## config.mk

```make
export PLATFORM = sky130hd
export DESIGN_NAME = uart_irq_ident
export DESIGN_NICKNAME = d
export VERILOG_FILES = /design/src/rtl/uart_irq_pkg.sv /design/src/rtl/uart_irq_src.sv /design/src/rtl/uart_irq_prio.sv /design/src/rtl/uart_irq_hold_track.sv /design/src/rtl/uart_irq_ident.sv
export SDC_FILE = /design/constraint.sdc
export NUM_CORES = 1
export LEC_CHECK = 0
export CELL_PAD_IN_SITES_DETAIL_PLACEMENT = 1
export CELL_PAD_IN_SITES_GLOBAL_PLACEMENT = 1
export CORE_MARGIN = 4
export CORE_UTILIZATION = 21
export DETAILED_ROUTE_END_ITERATION = 6
export PLACE_DENSITY_LB_ADDON = 0.08
export SLEW_MARGIN = 20
export SYNTH_ARGS = -nofsm -noshare
export SYNTH_HDL_FRONTEND = slang
export SYNTH_SLANG_ARGS = --single-unit
export TNS_END_PERCENT = 5
```

## constraint.sdc

```tcl
create_clock -name clk -period 1.4 [get_ports clk]
set_input_delay 0.14 -clock clk [delete_from_list [all_inputs] [get_ports clk]]
set_output_delay 0.14 -clock clk [all_outputs]
set_load 0.01 [all_outputs]
```

## src/rtl/uart_irq_pkg.sv

```systemverilog
package uart_irq_pkg;

   localparam int NSRC = 5;

   // Cause index, most urgent first.
   typedef enum logic [2:0] {
      SRC_LINE  = 3'd0,
      SRC_STALE = 3'd1,
      SRC_RXDAT = 3'd2,
      SRC_HOLD  = 3'd3,
      SRC_MDM   = 3'd4
   } src_e;

   localparam logic [3:0] ID_NONE  = 4'h1;
   localparam logic [3:0] ID_LINE  = 4'h6;
   localparam logic [3:0] ID_STALE = 4'hC;
   localparam logic [3:0] ID_RXDAT = 4'h4;
   localparam logic [3:0] ID_HOLD  = 4'h2;
   localparam logic [3:0] ID_MDM   = 4'h0;

   function automatic logic [3:0] src_code(input int idx);
      case (idx)
         0:       return ID_LINE;
         1:       return ID_STALE;
         2:       return ID_RXDAT;
         3:       return ID_HOLD;
         default: return ID_MDM;
      endcase
   endfunction

endpackage

```

## src/rtl/uart_irq_src.sv

```systemverilog
module uart_irq_src
   import uart_irq_pkg::*;
#(
   parameter int CNT_W        = 5,
   parameter bit FIFO_PRESENT = 1'b1
) (
   input  logic [3:0]       ien,
   input  logic [3:0]       line_err,
   input  logic             rx_ready,
   input  logic             fifo_on,
   input  logic [CNT_W-1:0] rx_level,
   input  logic [CNT_W-1:0] rx_thresh,
   input  logic             rx_stale,
   input  logic             hold_pend,
   input  logic [3:0]       mdm_delta,
   output logic [NSRC-1:0]  req
);

   logic rx_hit;

   generate
      if (FIFO_PRESENT) begin : g_fifo
         assign rx_hit = rx_ready && (!fifo_on || (rx_level >= rx_thresh));
      end else begin : g_nofifo
         logic unused_fifo;
         assign unused_fifo = fifo_on ^ (^rx_level) ^ (^rx_thresh);
         assign rx_hit = rx_ready;
      end
   endgenerate

   always_comb begin
      req            = '0;
      req[SRC_LINE]  = ien[2] && (|line_err);
      req[SRC_STALE] = ien[0] && rx_stale;
      req[SRC_RXDAT] = ien[0] && rx_hit;
      req[SRC_HOLD]  = ien[1] && hold_pend;
      req[SRC_MDM]   = ien[3] && (|mdm_delta);
   end

endmodule

```

## src/rtl/uart_irq_prio.sv

```systemverilog
module uart_irq_prio
   import uart_irq_pkg::*;
(
   input  logic [NSRC-1:0] req,
   output logic [3:0]      code
);

   logic [NSRC-1:0] grant;
   logic [NSRC:0]   taken;
   logic [3:0]      part [NSRC+1];

   assign taken[0] = 1'b0;
   assign part[0]  = 4'h0;

   genvar i;
   generate
      for (i = 0; i < NSRC; i++) begin : g_slot
         assign grant[i]   = req[i] && !taken[i];
         assign taken[i+1] = taken[i] || req[i];
         assign part[i+1]  = part[i] | (grant[i] ? src_code(i) : 4'h0);
      end
   endgenerate

   assign code = taken[NSRC] ? part[NSRC] : ID_NONE;

endmodule

```

## src/rtl/uart_irq_hold_track.sv

```systemverilog
module uart_irq_hold_track (
   input  logic clk,
   input  logic rst_n,
   input  logic ien_wr,
   input  logic hold_wr,
   input  logic hold_empty,
   input  logic id_rd,
   input  logic showing_hold,
   output logic hold_pend
);

   always_ff @(posedge clk) begin
      if (!rst_n)                        hold_pend <= 1'b0;
      else if (hold_wr)                  hold_pend <= 1'b0;
      else if (ien_wr && hold_empty)     hold_pend <= 1'b1;
      else if (id_rd && showing_hold)    hold_pend <= 1'b0;
   end

   // a holding write always drops the flag
   a_r6_hold_write_clears: assert property (@(posedge clk) disable iff (!rst_n)
      hold_wr |=> !hold_pend);

   // enable write with empty holding register raises the flag
   a_r6_ien_write_sets: assert property (@(posedge clk) disable iff (!rst_n)
      (ien_wr && hold_empty && !hold_wr) |=> hold_pend);

   // reading the byte while it shows the empty cause clears it
   a_r7_read_clears: assert property (@(posedge clk) disable iff (!rst_n)
      (id_rd && showing_hold && !ien_wr) |=> !hold_pend);

endmodule

```

## src/rtl/uart_irq_ident.sv

```systemverilog
module uart_irq_ident
   import uart_irq_pkg::*;
#(
   parameter int FIFO_DEPTH   = 16,
   parameter bit FIFO_PRESENT = 1'b1,
   localparam int CNT_W       = $clog2(FIFO_DEPTH + 1)
) (
   input  logic             clk,
   input  logic             rst_n,
   input  logic             ien_wr,
   input  logic [7:0]       ien_wdata,
   input  logic             hold_wr,
   input  logic             hold_empty,
   input  logic             id_rd,
   input  logic             fifo_on,
   input  logic [3:0]       line_err,
   input  logic             rx_ready,
   input  logic [CNT_W-1:0] rx_level,
   input  logic [CNT_W-1:0] rx_thresh,
   input  logic             rx_stale,
   input  logic [3:0]       mdm_delta,
   output logic [3:0]       ien_q,
   output logic [7:0]       ident,
   output logic             irq
);

   generate
      if (FIFO_DEPTH < 1) begin : g_bad_depth
         $error("FIFO_DEPTH must be at least 1");
      end
   endgenerate

   logic [NSRC-1:0] req;
   logic [3:0]      code;
   logic            hold_pend;
   logic [1:0]      top_bits;

   always_ff @(posedge clk) begin
      if (!rst_n)      ien_q <= 4'h0;
      else if (ien_wr) ien_q <= ien_wdata[3:0];
   end

   uart_irq_hold_track u_hold (
      .clk          (clk),
      .rst_n        (rst_n),
      .ien_wr       (ien_wr),
      .hold_wr      (hold_wr),
      .hold_empty   (hold_empty),
      .id_rd        (id_rd),
      .showing_hold (ident[3:0] == ID_HOLD),
      .hold_pend    (hold_pend)
   );

   uart_irq_src #(.CNT_W(CNT_W), .FIFO_PRESENT(FIFO_PRESENT)) u_src (
      .ien       (ien_q),
      .line_err  (line_err),
      .rx_ready  (rx_ready),
      .fifo_on   (fifo_on),
      .rx_level  (rx_level),
      .rx_thresh (rx_thresh),
      .rx_stale  (rx_stale),
      .hold_pend (hold_pend),
      .mdm_delta (mdm_delta),
      .req       (req)
   );

   uart_irq_prio u_prio (
      .req  (req),
      .code (code)
   );

   generate
      if (FIFO_PRESENT) begin : g_top_fifo
         assign top_bits = {2{fifo_on}};
      end else begin : g_top_plain
         assign top_bits = 2'b00;
      end
   endgenerate

   always_ff @(posedge clk) begin
      if (!rst_n) begin
         ident <= {4'h0, ID_NONE};
         irq   <= 1'b0;
      end else begin
         ident <= {top_bits, 2'b00, code};
         irq   <= (code != ID_NONE);
      end
   end

   a_r2_ien_low_nibble: assert property (@(posedge clk) disable iff (!rst_n)
      ien_wr |=> (ien_q == $past(ien_wdata[3:0])));

   a_r3_line_wins: assert property (@(posedge clk) disable iff (!rst_n)
      (ien_q[2] && (|line_err)) |=> (ident[3:0] == 4'h6));

   a_r10_fifo_bits: assert property (@(posedge clk) disable iff (!rst_n)
      (FIFO_PRESENT && fifo_on) |=> (ident[7:6] == 2'b11));

   a_r11_irq_level: assert property (@(posedge clk) disable iff (!rst_n)
      irq == (ident[3:0] != 4'h1));

endmodule

```

==> impl_metrics.csv <==
group,metric,value,unit
status,status,"finished clean",
yosys,ys_types,26,
power,max-vdd-ir-drop,0.000414,V
grt,grt.total_usage,0.0969,
clock_network,clk_pin_slew_worst_paths,60,ps
die,ioPinCount,48,
die,die_h,60.5,um
yosys,syn_area_per_cell,9.50,sq um
clock_network,clock_tree.root_cell,"clkbuf_4",
power,powerDensity,724,nW/um^2
yosys,synth_ff_type,"dfxtp_1",
flow_run,drv_cap,0,
cells_and_area,fin_area,1100,sq um
critical_path,worst_ep_arrival_time,1530,ps
critical_path,start_kind,"input port",
die,die_w,60.5,um
timing,holdWs,421,ps
cells_and_area,multi_input_area,369,sq um
cells_and_area,area_growth,89.6,%
critical_path,worstPathRequired,1550,ps
critical_path,slowest_delay,470,ps
yosys,async_reset_ff_frac,0,
critical_path,path_buf_inv,2,
yosys,yosys.area.top_type,"dfxtp_1",
grt,antenna_found_initial,0,
critical_path,crit_family,"compound AO/OA/AOI/OAI gates",
power,power.internal,0.000597,W
cells_and_area,final_nets,143,
timing,finalMaxSlewViolations,0,
timing,setup_viol,0,
clock_network,clockBufferDepth,2,
cells_and_area,sequential_cell_area,221,sq um
worst_hold_path,hp-class,"input port to flip-flop",
timing,min_period_over_period,0.981,
cells_and_area,antenna_cells,0,
critical_path,end_kind,"flip-flop",
die,start_util,0.228,
place,dp_hpwl,1.36,mm
timing,skew,11.1,ps
detailed_routing,drc,0,
detailed_routing,via_count,592,
critical_path,reg2reg_depth,4,
power,leakage,0.467,nW
power,power_frac_comb,0.300,
timing,fmax,728,MHz
timing,fin_crit,1370,ps
clock_network,hold_buffers,0,
grt,grt-ovfl-total,0,
timing,hold_violations,0,
yosys,synth_edf_count,0,
place,dpl_cell_area,1000,sq um
power,sw_frac_of_total,0.250,
yosys,yosysMostFrequentCell,"dfxtp_1",
worst_hold_path,hold_depth,2,
critical_path,critPathSlowestCell,"clkdlybuf4s50_1",
yosys,syn_area,579,sq um
yosys,yosysSeqAreaShare,0.380,
yosys,yosys-top-cells-count,"dfxtp_1 (11), inv_1 (7), ha_1 (5), nand2_1 (5)",
grt,grt_pass1_vias,611,
critical_path,worstSetupPathType,"input port to flip-flop",
clock_network,post_cts_buffers,0,
grt,grt_pass1_wl,2.59,mm
detailed_routing,drt_iter0_drc,2,
power,switching_power,0.000199,W
place,io_buffers,41,
detailed_routing,detail_route.vias_per_cell,4.48,
yosys,ys_warn_count,0,
die,rows,18,
yosys,synth_top_cell_area_share,0.380,
clock_network,insertion_delay,270,ps
timing,rsz0062_at_grt,"yes",
detailed_routing,dr.pass1.iters,2,
cells_and_area,fillers,286,
yosys,synthCells,61,
clock_network,cts_buffers,3,
cells_and_area,drive_above_1_share,0.127,
power,p_clk_frac,0.268,
detailed_routing,wl,1.64,mm
yosys,synth_area_leaders,"dfxtp_1 (38%), ha_1 (11%), mux2i_1 (6.9%), inv_1 (4.5%), nor2b_1 (4.3%)",
critical_path,critical_path.max_fanout,4,
yosys,ys_seq_elements,11,
critical_path,cp.depth,6,
power,p_seq_frac,0.433,
clock_network,htreeDepth,1,
detailed_routing,wl_per_cell,12.4,um
critical_path,crit_chain,"clkdlybuf4s50_1 -> inv_1 -> ha_4 -> a211oi_2 -> o221ai_4 -> o21a_1",
detailed_routing,ant_nets,0,
clock_network,cts_tree,"yes",
grt,grt_max_degree,13,
timing,fin_tns_setup,0,ps
die,core,2540,sq um
place,place.gp.congestion,0.719,
clock_network,cts.sinks,11,
die,die_area,3660,sq um
==> final timing paths <==
path	startpoint	to	slack, ps
hold reg to reg	u_hold.hold_pend	ident[1]	500
setup / recovery	rx_thresh[4]	ident[2]	30
setup reg to reg	ident[0]	u_hold.hold_pend	350
hold / removal	hold_wr	u_hold.hold_pend	420
==> power by group through the flow <==
stage	combinational (W)	sequential (W)	clock [W]
CTS	0.000225	0.000344	0.000223
global route	0.000259	0.000348	0.000234
global placement	0.000206	0.000352	0
detailed placement	0.000210	0.000352	0
floorplan	0.0000707	0.000358	0
finish	0.000238	0.000344	0.000213
==> layout by cell type, fill, tap and decap left out, types with 2 or more instances in the layout <==
master and count:
o21a_1 2, ha_4 2, o21ai_1 2, ha_1 3, dlymetal6s2s_1 3, clkdlybuf4s50_1 38, clkbuf_4 3, nand2_1 5
nand3_1 2, conb_1 2, mux2i_1 4, dfxtp_1 10, nor2b_1 4, inv_1 6
==> worst register-to-register path, cell delays in order, from the launching register on <==
cell,delay (ps)
dfxtp_1,310
nor4b_1,320
nand2_1,100
a22oi_1,150
nor3b_1,70
==> layer usage <==
layer | GRT usage | wire length (um)
met4 | 0.0186 | 0
met3 | 0.0383 | 170
met5 | 0 | 0
met1 | 0.108 | 644
met2 | 0.176 | 822
==> what timing repair did <==
action                     CTS  global route
resized for setup            4             8
setup endpoints to repair    4             6
pin swaps                    4             4
==> registers in the layout (all words and copies together) (netlist names) <==
name	count
ident	5
irq	1
u_hold.hold_pend	1
ien_q	4
==> cell families after synthesis <==
family | after synthesis | synth area share
buffers and inverters | 12 | 0.0993
adders and majority gates | 5 | 0.108
other | 1 | 0.00647
muxes | 4 | 0.0691
AOI/OAI and AO/OA | 11 | 0.162
DFF | 11 | 0.380
and+or+nand+nor | 17 | 0.175
==> cell type report <==
cell class,instances,share of cell area
Timing Repair Buffer,41,0.380
Multi-Input combinational cell,39,0.336
Sequential cell,11,0.202
Clock buffer,4,0.0239
Tap cell,30,0.0342
Inverter,7,0.0239
==> through the flow <==
step                cells  utilization  total power (W)  worst slack (ps)
floorplan              62            -         0.000429               199
global placement      128        0.393         0.000558              -324
detailed placement    128        0.393         0.000562              -372
CTS                   132        0.415         0.000793              7.07
global route          132        0.432         0.000841             -29.9
finish                132        0.432         0.000795              27.0
No activity file was read; power rests on OpenSTA's default activity.
